File: src/rtl/lapd_pkg.sv
package lapd_pkg;
  localparam int unsigned DLY_BITS = 6;   // bits a flag contributes before it is recognised
  localparam logic [15:0] CRC_GOOD = 16'hF0B8;
  localparam logic [15:0] CRC_POLY_R = 16'h8408;

  typedef enum logic [1:0] {MT_OTHER = 2'd0, MT_PATH = 2'd1, MT_IDLE = 2'd2, MT_TEST = 2'd3} msg_type_e;

  typedef struct packed {
    logic eom;
    logic flag;
    logic abort;
    logic fcs_err;
    logic ovf;
  } evt_t;

  function automatic logic [15:0] crc_step(logic [15:0] c, logic b);
    logic [15:0] n;
    n = {1'b0, c[15:1]};
    if (c[0] ^ b) n = n ^ CRC_POLY_R;
    return n;
  endfunction

  function automatic msg_type_e decode_type(logic [7:0] o);
    case (o)
      8'h38:   return MT_PATH;
      8'h34:   return MT_IDLE;
      8'h32:   return MT_TEST;
      default: return MT_OTHER;
    endcase
  endfunction
endpackage

File: src/rtl/lapd_destuff.sv
module lapd_destuff
  import lapd_pkg::*;
(
  input  logic clk_i,
  input  logic rst_ni,
  input  logic en_i,
  input  logic vld_i,
  input  logic bit_i,
  output logic commit_o,
  output logic cbit_o,
  output logic flag_o,
  output logic abort_o
);
  localparam int unsigned FILL_W = $clog2(DLY_BITS + 1);
  localparam logic [FILL_W-1:0] FILL_MAX = FILL_W'(DLY_BITS);

  logic [2:0]          ones_q;
  logic [DLY_BITS-1:0] dl_q;
  logic [FILL_W-1:0]   fill_q;
  logic take, stuffed, held, acc;

  always_comb begin
    take     = en_i & vld_i;
    flag_o   = take & ~bit_i & (ones_q == 3'd6);
    abort_o  = take & bit_i & (ones_q >= 3'd6);
    stuffed  = ~bit_i & (ones_q == 3'd5);
    held     = bit_i & (ones_q == 3'd5);  // sixth one: flag or abort, never data
    acc      = take & ~flag_o & ~abort_o & ~stuffed & ~held;
    commit_o = acc & (fill_q == FILL_MAX);
    cbit_o   = dl_q[DLY_BITS-1];
  end

  always_ff @(posedge clk_i or negedge rst_ni) begin
    if (!rst_ni) begin
      ones_q <= '0;
      dl_q   <= '0;
      fill_q <= '0;
    end else if (!en_i) begin
      ones_q <= '0;
      dl_q   <= '0;
      fill_q <= '0;
    end else if (take) begin
      if (bit_i) ones_q <= (ones_q == 3'd7) ? ones_q : ones_q + 3'd1;
      else       ones_q <= '0;
      if (flag_o || abort_o) begin
        fill_q <= '0;
      end else if (acc) begin
        dl_q   <= {dl_q[DLY_BITS-2:0], bit_i};
        fill_q <= (fill_q == FILL_MAX) ? fill_q : fill_q + FILL_W'(1);
      end
    end
  end
endmodule

File: src/rtl/lapd_octet.sv
module lapd_octet
  import lapd_pkg::*;
#(
  parameter int unsigned ADDR_W    = 9,
  parameter int unsigned BUF_BASE  = 222,
  parameter int unsigned BUF_DEPTH = 88
) (
  input  logic              clk_i,
  input  logic              rst_ni,
  input  logic              en_i,
  input  logic              commit_i,
  input  logic              cbit_i,
  input  logic              flag_i,
  input  logic              abort_i,
  output logic              wr_en_o,
  output logic [ADDR_W-1:0] wr_addr_o,
  output logic [7:0]        wr_data_o,
  output evt_t              evt_o,
  output logic              cr_o,
  output msg_type_e         type_o
);
  localparam int unsigned HDR_OCT = 3;
  localparam int unsigned FCS_OCT = 2;
  localparam int unsigned MIN_OCT = HDR_OCT + FCS_OCT;
  localparam int unsigned CNT_W   = $clog2(BUF_DEPTH + MIN_OCT + 1) + 1;
  localparam logic [CNT_W-1:0] CNT_MAX = '1;
  localparam logic [CNT_W-1:0] CNT_MIN = CNT_W'(MIN_OCT);

  logic              in_frame_q;
  logic [2:0]        bitcnt_q;
  logic [7:0]        sr_q, pn_q, po_q, ty_q;
  logic [15:0]       crc_q;
  logic [CNT_W-1:0]  cnt_q, idx;
  logic              cr_q;
  logic              byte_done, info_ok, in_win, good_len, eom;
  logic [7:0]        byte_w;

  always_comb begin
    byte_done = commit_i & in_frame_q & (bitcnt_q == 3'd7);
    byte_w    = {cbit_i, sr_q[7:1]};
    // octet k completing releases octet k-2 as information
    info_ok   = byte_done & (cnt_q >= CNT_MIN);
    idx       = cnt_q - CNT_MIN;
    in_win    = idx < CNT_W'(BUF_DEPTH);
    good_len  = (bitcnt_q == 3'd0) & (cnt_q >= CNT_MIN);
    eom       = flag_i & in_frame_q & good_len;

    evt_o.eom     = eom;
    evt_o.flag    = flag_i;
    evt_o.abort   = abort_i & in_frame_q;
    evt_o.fcs_err = eom & (crc_q != CRC_GOOD);
    evt_o.ovf     = info_ok & ~in_win;
    cr_o          = cr_q;
    type_o        = (cnt_q > CNT_MIN) ? decode_type(ty_q) : MT_OTHER;
  end

  always_ff @(posedge clk_i or negedge rst_ni) begin
    if (!rst_ni) begin
      in_frame_q <= 1'b0;
      bitcnt_q   <= '0;
      sr_q       <= '0;
      crc_q      <= '1;
      cnt_q      <= '0;
      pn_q       <= '0;
      po_q       <= '0;
      ty_q       <= '0;
      cr_q       <= 1'b0;
      wr_en_o    <= 1'b0;
      wr_addr_o  <= '0;
      wr_data_o  <= '0;
    end else begin
      wr_en_o <= 1'b0;
      if (!en_i) begin
        in_frame_q <= 1'b0;
        bitcnt_q   <= '0;
        cnt_q      <= '0;
      end else if (flag_i) begin
        in_frame_q <= 1'b1;
        bitcnt_q   <= '0;
        crc_q      <= '1;
        cnt_q      <= '0;
      end else if (abort_i) begin
        in_frame_q <= 1'b0;
      end else if (commit_i && in_frame_q) begin
        bitcnt_q <= bitcnt_q + 3'd1;
        sr_q     <= byte_w;
        crc_q    <= crc_step(crc_q, cbit_i);
        if (byte_done) begin
          cnt_q <= (cnt_q == CNT_MAX) ? cnt_q : cnt_q + CNT_W'(1);
          pn_q  <= byte_w;
          po_q  <= pn_q;
          if (cnt_q == '0) cr_q <= byte_w[1];
          if (cnt_q == CNT_MIN) ty_q <= po_q;
          if (info_ok && in_win) begin
            wr_en_o   <= 1'b1;
            wr_addr_o <= ADDR_W'(BUF_BASE) + ADDR_W'(idx);
            wr_data_o <= po_q;
          end
        end
      end
    end
  end
endmodule

File: src/rtl/lapd_status.sv
module lapd_status
  import lapd_pkg::*;
(
  input  logic      clk_i,
  input  logic      rst_ni,
  input  evt_t      evt_i,
  input  logic      cr_i,
  input  msg_type_e type_i,
  input  logic      rd_i,
  output logic [7:0] stat_o,
  output logic      irq_o
);
  evt_t      st_q;
  logic      cr_q;
  msg_type_e ty_q;

  always_ff @(posedge clk_i or negedge rst_ni) begin
    if (!rst_ni) begin
      st_q  <= '0;
      cr_q  <= 1'b0;
      ty_q  <= MT_OTHER;
      irq_o <= 1'b0;
    end else begin
      st_q  <= (rd_i ? evt_t'('0) : st_q) | evt_i;  // set beats clear
      irq_o <= evt_i.eom;
      if (evt_i.eom) begin
        cr_q <= cr_i;
        ty_q <= type_i;
      end
    end
  end

  assign stat_o = {ty_q, st_q.ovf, cr_q, st_q.fcs_err, st_q.abort, st_q.flag, st_q.eom};
endmodule

File: src/rtl/lapd_rx.sv
module lapd_rx
  import lapd_pkg::*;
#(
  parameter int unsigned ADDR_W    = 9,
  parameter int unsigned BUF_BASE  = 222,
  parameter int unsigned BUF_DEPTH = 88
) (
  input  logic              clk_i,
  input  logic              rst_ni,
  input  logic              en_i,
  input  logic              bit_vld_i,
  input  logic              bit_i,
  input  logic              stat_rd_i,
  output logic              wr_en_o,
  output logic [ADDR_W-1:0] wr_addr_o,
  output logic [7:0]        wr_data_o,
  output logic [7:0]        stat_o,
  output logic              irq_o
);
  logic      commit, cbit, flag, abort, cr;
  evt_t      evt;
  msg_type_e mtype;

  lapd_destuff u_destuff (
    .clk_i    (clk_i),
    .rst_ni   (rst_ni),
    .en_i     (en_i),
    .vld_i    (bit_vld_i),
    .bit_i    (bit_i),
    .commit_o (commit),
    .cbit_o   (cbit),
    .flag_o   (flag),
    .abort_o  (abort)
  );

  lapd_octet #(
    .ADDR_W    (ADDR_W),
    .BUF_BASE  (BUF_BASE),
    .BUF_DEPTH (BUF_DEPTH)
  ) u_octet (
    .clk_i     (clk_i),
    .rst_ni    (rst_ni),
    .en_i      (en_i),
    .commit_i  (commit),
    .cbit_i    (cbit),
    .flag_i    (flag),
    .abort_i   (abort),
    .wr_en_o   (wr_en_o),
    .wr_addr_o (wr_addr_o),
    .wr_data_o (wr_data_o),
    .evt_o     (evt),
    .cr_o      (cr),
    .type_o    (mtype)
  );

  lapd_status u_status (
    .clk_i  (clk_i),
    .rst_ni (rst_ni),
    .evt_i  (evt),
    .cr_i   (cr),
    .type_i (mtype),
    .rd_i   (stat_rd_i),
    .stat_o (stat_o),
    .irq_o  (irq_o)
  );
endmodule

File: config.mk
export PLATFORM = sky130hd
export DESIGN_NAME = lapd_rx
export DESIGN_NICKNAME = d
export VERILOG_FILES = /design/src/rtl/lapd_pkg.sv /design/src/rtl/lapd_destuff.sv /design/src/rtl/lapd_octet.sv /design/src/rtl/lapd_status.sv /design/src/rtl/lapd_rx.sv
export SDC_FILE = /design/constraint.sdc
export NUM_CORES = 1
export LEC_CHECK = 0
export BUFFER_PORTS_ARGS = -buffer_cell sky130_fd_sc_hd__buf_2
export CORE_UTILIZATION = 62
export CTS_BUF_LIST = sky130_fd_sc_hd__clkbuf_2 sky130_fd_sc_hd__clkbuf_4 sky130_fd_sc_hd__clkbuf_8
export CTS_CLUSTER_SIZE = 8
export DETAILED_ROUTE_END_ITERATION = 6
export PLACE_DENSITY_LB_ADDON = 0.12
export SKIP_LAST_GASP = 1
export SYNTH_ARGS = -nofsm -noshare
export SYNTH_HDL_FRONTEND = slang
export SYNTH_SLANG_ARGS = --single-unit
File: constraint.sdc
create_clock -name clk_i -period 3.4 [get_ports clk_i]
set_clock_uncertainty 0.05 [all_clocks]
set_input_delay 0.51 -clock clk_i [delete_from_list [all_inputs] [get_ports clk_i]]
set_output_delay 0.51 -clock clk_i [all_outputs]
set_load 0.02 [all_outputs]
=== After elaboration in Yosys (flattened, before gate mapping) ===
Cells that the tools add are included.

* Muxes and demuxes: 39
* Equality and inequality tests: 23
* Bitwise operators: 30
* Reductions and logical operators: 17
* Order comparisons: 4
* Add/subtract/negate cells: 6

{| class="wikitable"
|+ Operators by type and width
! cell !! number
|-
| 2-to-1 mux 16 bit || 4
|-
| 2-to-1 mux 8 bit || 6
|-
| 2-to-1 mux 3 bit || 13
|-
| equality test 8 x 6 -> 1 bit (second input constant) || 3
|-
| 2-to-1 mux 6 bit || 4
|-
| AND 1 bit || 21
|-
| AND reduction 6 bit || 3
|-
| != test 16 bit (second input constant) || 1
|-
| equality test 3 bit (second input constant) || 5
|-
| != test 3 x 1 -> 1 bit (second input constant) || 4
|-
| adder 3 x 1 -> 3 bit (second input constant) || 3
|-
| adder 8 x 8 -> 9 bit (first input constant) || 1
|-
| 2-to-1 mux 1 bit || 9
|-
| != test 3 bit (second input constant) || 3
|-
| AND reduction 3 bit || 3
|-
| adder 8 x 1 -> 8 bit (second input constant) || 1
|-
| equality test 8 x 3 -> 1 bit (second input constant) || 1
|-
| equality test 8 bit (second input constant) || 1
|-
| >= comparator 8 x 3 -> 1 bit (second input constant) || 1
|-
| greater-than comparator 8 x 3 -> 1 bit (second input constant) || 1
|-
| logical NOT 8 bit || 1
|-
| < comparator 8 x 7 -> 1 bit (second input constant) || 1
|-
| AND reduction 4 bit || 2
|-
| subtractor 8 x 3 -> 8 bit (second input constant) || 1
|-
| other kinds (17) || 26
|}

* Bits in registers: 100
* Output and inout bits: 27
* Logic and storage cells: 142

=== Logic depth before layout (Yosys ltp) ===
* Depth after elaboration: 19
* Gate-level depth with buffers: 9

=== Cells and area by module ===
A second synthesis with hierarchy kept.

* Cell total of the unflattened synthesis: 382
* Area total of the unflattened synthesis: 4730.8 um^2

{| class="wikitable"
|+ By module, submodules not included
! module !! instances !! area an instance (um^2) !! cells an instance
|-
| lapd_octet || 1 || 3722.3 || 294
|-
| lapd_destuff || 1 || 699.4 || 69
|-
| lapd_status || 1 || 309.0 || 19
|}

=== Least setup slack after synthesis ===
Ideal clock, no wire load.

* Path type: flip-flop to flip-flop
* From: register u_octet.cnt_q[5]
* To: register u_octet.wr_addr_o[0]
* Path buffers: 2
* Library setup time: 125 ps
* Data arrival time: 2201 ps
* Cell stages (with the launch flop): 8
* Period minus slack after synthesis: 2376 ps
* Slack: 1024 ps
* Path through: dfrtp_1 or3_1 buf_4 or3_1 xor2_1 nand3b_4 buf_12 mux2_4

* Word-level cells in the longest chain between the ends: 4

{| class="wikitable"
|+ RTL lines
! what !! line !! source
|-
| start, declared || lapd_octet.sv:33 || <nowiki>logic [CNT_W-1:0] cnt_q, idx;</nowiki>
|-
| start signal, assigned || lapd_octet.sv:89 || <nowiki>cnt_q <= (cnt_q == CNT_MAX) ? cnt_q : cnt_q + CNT_W'(1);</nowiki>
|-
| subtractor 8 x 3 -> 8 bit / >= comparator 8 x 3 -> 1 bit (equally long branches) || lapd_octet.sv:43, lapd_octet.sv:42 ||
|-
| < comparator 8 x 7 -> 1 bit / AND 1 bit (equally long branches) || lapd_octet.sv:44, lapd_octet.sv:42 ||
|-
| logical AND 1 bit (*) || lapd_octet.sv:94 || <nowiki>if (info_ok && in_win) begin</nowiki>
|-
| AND reduction 6 bit (no source line) (*) || - ||
|-
| end signal, assigned || lapd_octet.sv:96 || <nowiki>wr_addr_o <= ADDR_W'(BUF_BASE) + ADDR_W'(idx);</nowiki>
|-
| end, declared || lapd_octet.sv:16 || <nowiki>output logic [ADDR_W-1:0] wr_addr_o,</nowiki>
|}

Every way passes the cells marked *; elsewhere a longest branch is shown, timed or not.
A chain may end at the register's enable or synchronous reset.

=== Worst setup path in the final report ===
* From: register u_destuff.ones_q[0]
* To: register u_octet.ty_q[1]

* Word-level cells in the longest chain between the ends: 11

{| class="wikitable"
|+ RTL lines
! what !! line !! source
|-
| start, declared || lapd_destuff.sv:17 || <nowiki>logic [2:0] ones_q;</nowiki>
|-
| start signal, assigned || lapd_destuff.sv:43 || <nowiki>if (bit_i) ones_q <= (ones_q == 3'd7) ? ones_q : ones_q + 3'd1;</nowiki>
|-
| branches (longest 10 deep; another with >= comparator 3 bit) || - ||
|-
| AND reduction 6 bit (no source line) (*) || - ||
|-
| end signal, assigned || lapd_octet.sv:93 || <nowiki>if (cnt_q == CNT_MIN) ty_q <= po_q;</nowiki>
|-
| end, declared || lapd_octet.sv:31 || <nowiki>logic [7:0] sr_q, pn_q, po_q, ty_q;</nowiki>
|}

Every way passes the cells marked *.

==> results.yml <==
run_status:
  status: "completed"
timing:
  final.hold.worst_slack_ns: 0.148
  rsz0062_at_grt: "no"
  tns_ns: 0
  tightest_slew_ns: 0.884
  slew_viol_final: 0
  setup_viol: 0
  fin_crit_sh_pct: 77.4
  hold_viol: 0
  slew-limit-headroom_pct: 41.1
  finalCriticalPeriod_ns: 2.63
  clock.fmax_mhz: 380
grt:
  antenna_found_initial: 0
  grt_max_degree: 62
  grt.total_usage_pct: 23.6
  grt.overflow.total: 0
  grt_pass1_wl_um: 14400
  grt_pass1_vias: 3089
yosys:
  synth_cells: 444
  synth_edf_count: 0
  synth_area_per_cell_um2: 10.7
  ys_top_cells_by_count: "dfrtp_1, nand2_1, o21ai_0, mux2_2, inv_1"
  yosysTopAreaCell: "dfrtp_1"
  yosys_warnings: 0
  yosysUniqueCellTypes: 54
  netlist_area_mm2: 0.00476
  async_reset_ff_share_pct: 100
  yosysTopAreaCellShare_pct: 43.6
  synth_seq_area_share_pct: 52.5
  synth_nets: 464
  synth_ff_type: "dfrtp_1"
  synth_area_leaders: "dfrtp_1, dfstp_2, mux2_2"
  synth_seq_cells: 99
  yosysMostFrequentCell: "dfrtp_1"
setup_path:
  max_stage_delay_ns: 0.48
  startpoint_type: "register"
  crit_family: "compound AO/OA/AOI/OAI gates"
  cp_slowest_cell: "a211oi_4"
  worstSetupPathType: "reg2reg"
  required_ns: 3.60
  critPathArrivalTime_ns: 2.83
  cp_num_buf_inv: 1
  cp_cell_sequence: "inv_1 -> ha_1 -> a211o_1 -> a211oi_4 -> nand4_1 -> mux2_2"
  cp_max_fo: 10
  ff2ff_setup_slack_ns: 0.77
  critPathCaptureType: "register"
die:
  die-width_um: 89.6
  fp-row-count: 31
  fp.dieArea_mm2: 0.00803
  start_util_pct: 64.9
  coreArea_mm2: 0.00733
  ios: 33
  fp.dieH_um: 89.6
clock_tree:
  cts.sinks: 99
  htree_num_levels: 3
  cts_root_buf: "clkbuf_8"
  ctsLongestPathBuffers: 2
  cts_tree: "yes"
  clk_pin_slew_ns: 0.10
  cts_resized: 0
  post_cts_buffers: 0
  worstSkewPairLatency_ns: 0.36
  cts-buffers-inserted: 9
  cts-hold-fix-buffers: 0
pwr:
  vdd.ir_drop.worst_v: 0.000264
  power_mw: 2.12
  power_density_mw_per_mm2: 408
  p_leak_nw: 2.62
cells_and_area:
  drive_above_1_share_pct: 24.3
  antenna_cells: 0
  layout.nets: 493
  syn2layout_area_growth_pct: 9.28
place:
  port_buffers: 32
  dp_hpwl_um: 5950
  place_congestion: 0.828
detailed_routing:
  drt_wl_total_um: 8430
  vias: 3242
  avgRoutedWirePerCell_um: 14.6
  ant_nets: 0
  drc: 0
  firstDrtPassIters: 4
  drtIter0Drc: 119
  avgViaCountPerCell: 5.62
job:
  drv_cap: 0
min_path:
  hold_class: "in2async"
per-stage QoR:
| step | cell area, um2 | setup slack (ns) | std cells | utilization, % |
|---|---|---|---|---|
| after global placement | 4990 | 0.886 | 561 | 68.0 |
| after detailed placement | 4990 | 0.807 | 561 | 68.0 |
| after CTS | 5200 | 0.790 | 577 | 70.9 |
| final | 5200 | 0.770 | 577 | 70.9 |
| after global routing | 5200 | 0.578 | 577 | 70.9 |
| after floorplan | 4760 | 1.02 | 444 | - |
area by class of cell:
class,count,area [um2]
inverters,18,67.6
flip-flops and latches,99,2500
fillers,546,2130
repair buffers,38,208
clock buffers,9,124
clock inverters,7,88.8
multi-input cells,307,2090
well taps,99,124
cell families (layout without fill, tap and decap cells):
| kind of cell | Yosys count | count (layout) | share of synthesized area [%] |
|---|---|---|---|
| AOI/OAI and AO/OA | 80 | 80 | 11.0 |
| xor gates and xnor gates | 15 | 15 | 2.76 |
| adders and majority gates | 14 | 14 | 3.68 |
| buffers and inverters | 38 | 72 | 3.58 |
| DFF | 99 | 99 | 52.5 |
| muxes | 42 | 42 | 10.2 |
| and+or+nand+nor | 156 | 156 | 16.4 |
cells in the final DEF, fill, tap and decap left out, types with 13 or more instances in the layout:
| cell type | n |
|---|---|
| dfrtp_1 | 83 |
| nand2_1 | 76 |
| o21ai_0 | 35 |
| mux2_2 | 33 |
| buf_2 | 31 |
| inv_1 | 18 |
| dfstp_2 | 16 |
| nor2_1 | 15 |
| ha_1 | 14 |
| a21oi_1 | 13 |
layer usage:
layer	GRT usage, %	vias up	wire length [um]
met5	0	-	0
met3	4.39	5	209
li1	-	1601	-
met1	32.6	1588	4160
met2	38.2	48	3990
met4	7.22	0	76
power by group:
group / switching [mW] / internal, mW / total [mW]
registers: 0.0122 / 1.19 / 1.20
logic: 0.0797 / 0.0382 / 0.118
clock network: 0.441 / 0.361 / 0.802
total: 0.533 / 1.59 / 2.12
registers in the layout, summed over array words and instances (netlist names), 3 cells and up:
name	flops
u_destuff.dl_q	6
u_destuff.fill_q	3
u_destuff.ones_q	3
u_octet.bitcnt_q	3
u_octet.cnt_q	8
u_octet.crc_q	16
u_octet.pn_q	8
u_octet.po_q	8
u_octet.sr_q	7
u_octet.ty_q	8
u_octet.wr_addr_o	9
u_octet.wr_data_o	8
u_status.stat_o	5
worst paths after layout:
path                                     start              endpoint  depth (start not counted)
setup reg to reg           u_destuff.ones_q[0]       u_octet.ty_q[1]                          6
hold / removal                          rst_ni  u_octet.wr_addr_o[4]                          1
max in group asynchronous               rst_ni      u_octet.crc_q[4]                          2
min in group clk_i                   stat_rd_i    u_status.stat_o[0]                          2
setup / recovery           u_destuff.ones_q[0]       u_octet.ty_q[1]                          6
hold reg to reg               u_octet.crc_q[6]      u_octet.crc_q[5]                          2
Note: power is estimated with default switching activity, not from simulation.
